===== src/rtl/fstuff_pkg.sv =====
// Package: shared types for the byte-stuffing framer.
// Assumes nothing beyond a synthesizable enum encoding.
package fstuff_pkg;
    // Sequencer phase: which kind of beat the next free output slot takes.
    typedef enum logic [1:0] {
        PH_OPEN  = 2'd0,  // no packet open; next beat is the start marker
        PH_BODY  = 2'd1,  // inside a packet; next beat is payload or escape prefix
        PH_TAIL  = 2'd2,  // escape prefix sent; next beat is the flipped byte
        PH_CLOSE = 2'd3   // last payload sent; next beat is the end marker
    } fs_phase_e;
endpackage


===== src/rtl/fstuff_classify.sv =====
// Module: fstuff_classify
// Purpose: decides whether a payload byte collides with one of the framing
// codes, and gives the flipped form sent after an escape prefix.
// Assumes: the three codes are distinct, and none of them XOR FLIP_MASK is a code.
module fstuff_classify #(
    parameter int                DATA_W    = 8,
    parameter logic [DATA_W-1:0] SOP_CODE  = 8'h7E,
    parameter logic [DATA_W-1:0] EOP_CODE  = 8'h7F,
    parameter logic [DATA_W-1:0] ESC_CODE  = 8'h7D,
    parameter logic [DATA_W-1:0] FLIP_MASK = 8'h20
) (
    input  logic [DATA_W-1:0] byte_in,
    output logic              needs_esc,
    output logic [DATA_W-1:0] flipped
);
    localparam int N_CODES = 3;
    localparam logic [N_CODES*DATA_W-1:0] CODE_LIST = {ESC_CODE, EOP_CODE, SOP_CODE};

    logic [N_CODES-1:0] hit;

    // One comparator per reserved code.
    generate
        for (genvar i = 0; i < N_CODES; i++) begin : g_cmp
            assign hit[i] = (byte_in == CODE_LIST[i*DATA_W +: DATA_W]);
        end
    endgenerate

    // Collision flag and the stuffed replacement byte.
    always_comb begin
        needs_esc = |hit;
        flipped   = byte_in ^ FLIP_MASK;
    end
endmodule


===== src/rtl/fstuff_seq.sv =====
// Module: fstuff_seq
// Purpose: sequences start marker, payload, escape pairs and end marker into
// a single registered output beat. The input byte is held (ready low) while a
// prefix or marker is emitted, so no payload storage is needed.
// Assumes: the upstream holds valid/data/last stable until accepted.
module fstuff_seq
    import fstuff_pkg::*;
#(
    parameter int                DATA_W   = 8,
    parameter logic [DATA_W-1:0] SOP_CODE = 8'h7E,
    parameter logic [DATA_W-1:0] EOP_CODE = 8'h7F,
    parameter logic [DATA_W-1:0] ESC_CODE = 8'h7D
) (
    input  logic              clk,
    input  logic              rst_n,
    input  logic              in_valid,
    input  logic              in_last,
    input  logic [DATA_W-1:0] in_raw,
    input  logic [DATA_W-1:0] in_flipped,
    input  logic              in_needs_esc,
    output logic              in_ready,
    output logic              out_valid,
    output logic [DATA_W-1:0] out_data,
    output logic              out_last,
    input  logic              out_ready
);
    fs_phase_e         phase_q, phase_d;
    logic              slot_free;
    logic              load;
    logic [DATA_W-1:0] ld_data;
    logic              ld_last;
    logic              take;

    // Choose the next beat, the next phase and whether the input byte is consumed.
    always_comb begin
        slot_free = !out_valid || out_ready;
        load      = 1'b0;
        ld_data   = in_raw;
        ld_last   = 1'b0;
        take      = 1'b0;
        phase_d   = phase_q;
        unique case (phase_q)
            PH_OPEN: begin
                if (in_valid) begin
                    load    = 1'b1;
                    ld_data = SOP_CODE;
                    phase_d = PH_BODY;
                end
            end
            PH_BODY: begin
                if (in_valid) begin
                    load = 1'b1;
                    if (in_needs_esc) begin
                        ld_data = ESC_CODE;
                        phase_d = PH_TAIL;
                    end else begin
                        ld_data = in_raw;
                        take    = 1'b1;
                        phase_d = in_last ? PH_CLOSE : PH_BODY;
                    end
                end
            end
            PH_TAIL: begin
                if (in_valid) begin
                    load    = 1'b1;
                    ld_data = in_flipped;
                    take    = 1'b1;
                    phase_d = in_last ? PH_CLOSE : PH_BODY;
                end
            end
            PH_CLOSE: begin
                load    = 1'b1;
                ld_data = EOP_CODE;
                ld_last = 1'b1;
                phase_d = PH_OPEN;
            end
            default: phase_d = PH_OPEN;
        endcase
        if (!slot_free) begin
            load    = 1'b0;
            take    = 1'b0;
            phase_d = phase_q;
        end
        in_ready = take;
    end

    // Phase register and output beat register; both advance only when the slot frees.
    always_ff @(posedge clk) begin
        if (!rst_n) begin
            phase_q   <= PH_OPEN;
            out_valid <= 1'b0;
            out_data  <= '0;
            out_last  <= 1'b0;
        end else if (slot_free) begin
            phase_q   <= phase_d;
            out_valid <= load;
            if (load) begin
                out_data <= ld_data;
                out_last <= ld_last;
            end
        end
    end

    // Checker-side view: is the visible output byte a reserved code?
    logic out_is_code;
    always_comb begin
        out_is_code = (out_data == SOP_CODE) || (out_data == EOP_CODE) ||
                      (out_data == ESC_CODE);
    end

    // a stalled beat stays put.
    a_r7_hold_stable: assert property (@(posedge clk) disable iff (!rst_n)
        out_valid && !out_ready |=> out_valid && $stable(out_data) && $stable(out_last));

    // an accepted payload byte produces a non-code beat, never a marker or prefix.
    a_r6_accept_loads_payload: assert property (@(posedge clk) disable iff (!rst_n)
        in_valid && in_ready |=> out_valid && !out_is_code);

    // output last only ever marks the end marker.
    a_r5_last_on_eop: assert property (@(posedge clk) disable iff (!rst_n)
        out_valid && out_last |-> out_data == EOP_CODE);

    // the beat after a transferred end marker, if any, is a start marker.
    a_r2_sop_after_eop: assert property (@(posedge clk) disable iff (!rst_n)
        out_valid && out_ready && out_last |=> !out_valid || out_data == SOP_CODE);

    // with the sink ready and input offered, the next cycle has a beat.
    a_r8_no_gap: assert property (@(posedge clk) disable iff (!rst_n)
        out_ready && in_valid |=> out_valid);
endmodule


===== src/rtl/frame_stuffer.sv =====
// Module: frame_stuffer (top)
// Purpose: AXI4-Stream byte framer with start/end markers and escape stuffing.
// Assumes: byte-wide streams, synchronous active-low reset, upstream obeys the
// stream rule that a presented beat is held until accepted.
module frame_stuffer #(
    parameter int                DATA_W    = 8,
    parameter logic [DATA_W-1:0] SOP_CODE  = 8'h7E,
    parameter logic [DATA_W-1:0] EOP_CODE  = 8'h7F,
    parameter logic [DATA_W-1:0] ESC_CODE  = 8'h7D,
    parameter logic [DATA_W-1:0] FLIP_MASK = 8'h20
) (
    input  logic              clk,
    input  logic              rst_n,
    input  logic [DATA_W-1:0] s_axis_tdata,
    input  logic              s_axis_tvalid,
    input  logic              s_axis_tlast,
    output logic              s_axis_tready,
    output logic [DATA_W-1:0] m_axis_tdata,
    output logic              m_axis_tvalid,
    output logic              m_axis_tlast,
    input  logic              m_axis_tready
);
    logic              needs_esc;
    logic [DATA_W-1:0] flipped;

    // Code collision detection on the presented byte.
    fstuff_classify #(
        .DATA_W(DATA_W), .SOP_CODE(SOP_CODE), .EOP_CODE(EOP_CODE),
        .ESC_CODE(ESC_CODE), .FLIP_MASK(FLIP_MASK)
    ) u_classify (
        .byte_in   (s_axis_tdata),
        .needs_esc (needs_esc),
        .flipped   (flipped)
    );

    // Framing sequencer and output register.
    fstuff_seq #(
        .DATA_W(DATA_W), .SOP_CODE(SOP_CODE), .EOP_CODE(EOP_CODE),
        .ESC_CODE(ESC_CODE)
    ) u_seq (
        .clk          (clk),
        .rst_n        (rst_n),
        .in_valid     (s_axis_tvalid),
        .in_last      (s_axis_tlast),
        .in_raw       (s_axis_tdata),
        .in_flipped   (flipped),
        .in_needs_esc (needs_esc),
        .in_ready     (s_axis_tready),
        .out_valid    (m_axis_tvalid),
        .out_data     (m_axis_tdata),
        .out_last     (m_axis_tlast),
        .out_ready    (m_axis_tready)
    );
endmodule


===== config.mk =====
export PLATFORM = sky130hd
export DESIGN_NAME = frame_stuffer
export DESIGN_NICKNAME = d
export VERILOG_FILES = /design/src/rtl/fstuff_pkg.sv /design/src/rtl/fstuff_classify.sv /design/src/rtl/fstuff_seq.sv /design/src/rtl/frame_stuffer.sv
export SDC_FILE = /design/constraint.sdc
export NUM_CORES = 1
export LEC_CHECK = 0
export ABC_AREA = 1
export CAP_MARGIN = 5
export CELL_PAD_IN_SITES_DETAIL_PLACEMENT = 1
export CELL_PAD_IN_SITES_GLOBAL_PLACEMENT = 2
export CORE_MARGIN = 8
export CORE_UTILIZATION = 23
export DETAILED_ROUTE_END_ITERATION = 10
export HOLD_SLACK_MARGIN = 0.03
export PLACE_DENSITY_LB_ADDON = 0.1
export SLEW_MARGIN = 20
export SYNTH_ARGS = -nofsm -noshare
export SYNTH_HDL_FRONTEND = slang
export SYNTH_SLANG_ARGS = --single-unit

===== constraint.sdc =====
create_clock -name clk -period 2.2 [get_ports clk]
set_clock_uncertainty 0.1 [all_clocks]
set_input_delay 0.33 -clock clk [delete_from_list [all_inputs] [get_ports clk]]
set_output_delay 0.33 -clock clk [all_outputs]
set_load 0.02 [all_outputs]

After elaboration in Yosys (flattened, before gate mapping)
Index checks and enable logic that the tools add are counted.
- bits in registers: 12
- bits in latches: 0
- memory bits (writable): 0
- ROM bits: 0
- input port bits: 13
- output and inout bits: 11
- logic and storage cells: 40
- memories: 0
- add/sub/neg operators: 0
- $mul: 0
- div/mod/pow operators: 0
- magnitude comparators: 0
- eq/ne operators: 9
- shift-type cells: 0
- muxes and demuxes: 19
- bitwise logic cells: 1
- reductions and logical operators: 7
- operators with widths (cell ; number):
    case mux 8 bit (4 select lines) ; 1
    equality test 8 x 7 -> 1 bit, second input constant ; 3
    2-to-1 mux 8 bit ; 3
    2-to-1 mux 2 bit ; 5
    case mux 2 bit (4 select lines) ; 1
    2-to-1 mux 1 bit ; 6
    2-to-1 mux 6 bit ; 1
    inequality test 2 bit, second input constant ; 3
    OR reduction 3 bit ; 2
    equality test 2 bit, second input constant ; 2
    case mux 1 bit (2 select lines) ; 2
    AND reduction 4 bit ; 1
    equality test 2 x 1 -> 1 bit, second input constant ; 1
    zero test 2 bit ; 1
    AND reduction 2 bit ; 1
    zero test 1 bit ; 1
    logical OR 1 bit ; 1
    inverter 1 bit ; 1

Logic depth before layout (Yosys ltp)
- word-level depth: 6
- mapped depth: 9
- depth with buffers taken out: 8

Cells and area by module
A second synthesis with hierarchy kept.
- cells, all modules: 179
- area, all modules: 1083.5 um^2
- by module, submodules not included (module ; instances ; cells an instance ; area each (um^2) ; seq. area each (um^2)):
    fstuff_seq ; 1 ; 159 ; 979.7 ; 240.2
    fstuff_classify ; 1 ; 20 ; 103.8 ; 0.0

Worst setup path before layout
OpenSTA, ideal clock, no wires.
- path kind: register -> output
- from: register u_seq.phase_q[0]
- to: output port s_axis_tready
- data arrival time: 1131 ps
- required time: 1770 ps
- setup slack: 639 ps
- cell stages (with the launch flop): 5
- buffers on the path: 0
- cells stage by stage: dfxtp_1 -> inv_1 -> ha_1 -> nand3_1 -> a21oi_1
- cells in the longest elaborated chain, start to end: 3
- elaborated cells on any way between the ends: 4
- those cells by class: eq/ne (2); mux (2)
- ends and longest elaborated chain (item ; RTL line ; source):
    start, declared ; fstuff_seq.sv:27 ; fs_phase_e phase_q, phase_d;
    start signal, assigned ; fstuff_seq.sv:95 ; phase_q <= phase_d;
    equality test 2 bit or equality test 2 x 1 -> 1 bit (tied branches) ; fstuff_seq.sv:42 ; unique case (phase_q)
    case mux 1 bit (2 select lines) (*) ; fstuff_seq.sv:42 ;
    2-to-1 mux 1 bit (*) ; fstuff_seq.sv:79 ; if (!slot_free) begin
    end, declared ; frame_stuffer.sv:17 ; output logic s_axis_tready,
Every way passes the cells marked *; elsewhere a longest branch is shown, timed or not.

Worst setup path after layout
Same ends and word-level chain as after synthesis.

==> qor.csv <==
metric;value;unit
Leakage;0.4788;nW
CTS tree;yes;
status;complete, no violations;
Fmax achieved;493.5;MHz
crit end category;output pin;
Cell Area, Synth;740.7;um^2
Core Area;3053;um^2
Yosys cell types;19;
Data required, critical path;1.77;ns
setup TNS;0;ns
die width;72.75;um
top_reg_cell synth;dfxtp_1;
post-synthesis sequential area ratio;0.3243;
Clk pin slew, worst setup/hold paths;0.09;ns
cts bufs inserted;3;
PostCTS Resize Cnt;1;
Area Overhead vs Synth;45.27;%
Worst-Margin Slew;0.3777;ns
initial antenna violation count;0;
placed cells;179;
share of layout cells above drive strength 1;0.1151;
clock root buffer master;clkbuf_4;
worst-path maximum fanout;5;
n_diodes;0;
Final ANT Viol Nets;0;
Final Wtd Congestion;0.7596;
Yosys top cell area share;0.3243;
Critical Path Sink;s_axis_tready;
DRT iter0 DRCs;52;
hold_buf cts;0;
Slew HR;0.7474;
Post-Route Utilization;0.3525;
DIE HEIGHT;72.75;um
Vias/cell;4.257;
pin count of the biggest net entering global routing;12;
grt ovf;0;
vias in the first global route;815;
initial core utilization;0.2426;
Synth area leaders;dfxtp_1 32%, nand2_1 13%, ha_1 10%;
clk sink count;12;
asr flop ratio synth;0;
worst setup path start;u_seq.phase_q[0];
Tot Pwr;0.7959;mW
first-pass GRT wire length;3857;um
most common library cells after synthesis;25 x nand2_1, 13 x a21oi_1, 13 x inv_1, 12 x dfxtp_1, 12 x nor2_1;
# setup viols final;0;
DR WL/cell;12.45;um
total number of yosys warnings;0;
DRC viols;0;
I/O pin count;24;
Net Count, Synth;128;
critical path arrival;1.60;ns
Final Hold Fails;0;
Tmin final;2.026;ns
HP Class;register to register;
GRT Overall Usage;0.09306;
R2R depth;7;
count leader, synth;nand2_1;
hpwl dp;1811;um
final wirelength;2278;um
Power per Cell Area;739.7;nW/um^2
H-tree depth;1;
#FFs+latches synth;12;
Pre-antenna DRT Iters;4;
# Post-CTS Setup Buffers;0;
Layout Cells excl Fill;183;
R2R Path End;u_seq.out_data[4];
Synth Instances;109;
Fillers;408;
Design Area, Final;1076;um^2
RSZ-0062 raised after global routing;false;
# port buffers;23;
syn_area_per_cell;6.796;um^2
Worst setup SP type;register;
CTS Buffer Depth;2;
# rows;20;
later-pin clock latency in the skew report;0.28;ns
Slew Viols, Final;0;
die area;5293;um^2
Setup CP Type;register to output pin;
R2R Setup Slk;0.49;ns
vias;779;
Final nets;159;
# Max-Cap Violations;0;
IR drop worst, VDD;0.0002537;V
worst reg2reg path startpoint;u_seq.phase_q[0];
number of synthesized flops with an enable pin;0;
Synth area leader;dfxtp_1;
Post-DP Area;1041;um^2
period utilisation layout;0.9211;
flip-flops by register name (all words and copies together) (netlist names):
name             count
u_seq.out_last       1
u_seq.phase_q        2
u_seq.out_data       8
u_seq.out_valid      1
cells in the final DEF (no fill, tap or decap):
cell and instances:
nand2_1 25, nor2_1 12, nand2_2 1, a21oi_2 1, nand4_1 1, buf_4 5
nor2_2 2, clkdlybuf4s50_1 22, o21ai_1 1, nand3b_1 1, a21oi_1 13, dlygate4sd2_1 1
nand3_1 5, inv_2 1, ha_1 6, o211ai_1 1, or2_4 1, o21ai_0 10
dfxtp_1 12, o21ai_2 1, clkbuf_4 3, inv_1 13, clkbuf_8 1
stage by stage:
stage / hold WS [ns] / worst slack, ns
2_1_floorplan: 0.3661 / 0.6393
3_3_place_gp: 0.3549 / -0.07757
3_5_place_dp: 0.3625 / -0.09422
4_1_cts: 0.3786 / 0.1266
5_1_grt: 0.3870 / 0.05096
6_report: 0.3761 / 0.1736
kinds of logic after synthesis:
kind of cell,share of synthesized area
AO/OA/AOI/OAI,0.1959
AND/OR/NAND/NOR,0.2770
flip-flops,0.3243
buffers and inverters,0.1013
adder cells (fa/ha/maj),0.1013
worst min path at each step:
stage | start | end | slack (ns) | cells past startpoint
after floorplan | s_axis_tdata[2] | u_seq.out_data[2] | 0.37 | 2
after global placement | u_seq.out_last | u_seq.out_last | 0.35 | 2
after detailed placement | u_seq.out_last | u_seq.out_last | 0.36 | 2
after CTS | u_seq.out_last | u_seq.out_last | 0.38 | 2
after global routing | u_seq.out_last | u_seq.out_last | 0.39 | 2
final | u_seq.out_last | u_seq.out_last | 0.38 | 2
area by class of cell:
cell class | count | area, um^2 | share of cell area
Timing Repair Buffer | 28 | 266.5 | 0.2477
Multi-Input combinational cell | 81 | 425.4 | 0.3953
Clock buffer | 4 | 36.28 | 0.03372
Inverter | 14 | 52.55 | 0.04884
Sequential cell | 12 | 240.2 | 0.2233
Tap cell | 44 | 55.05 | 0.05116
metal layers:
| metal | up-vias | GRT usage | share of wire |
|---|---|---|---|
| met4 | 0 | 0.02667 | 0.0066 |
| li1 | 412 | - | - |
| met5 | - | 0 | 0 |
| met3 | 2 | 0.04258 | 0.076 |
| met2 | 19 | 0.1551 | 0.45 |
| met1 | 346 | 0.1031 | 0.46 |
where the power goes:
part           leakage, nW  internal (mW)  switching (mW)
clock               0.0210          0.101          0.0839
combinational        0.358          0.144           0.199
sequential          0.0995          0.248          0.0196
worst max-delay path, cell delays in order, from the launching register on:
cell	delay, ns
dfxtp_1	0.41
inv_1	0.11
ha_1	0.29
nand3_1	0.07
a21oi_1	0.11
dlygate4sd2_1	0.34
(Power assumes the default switching activity.)
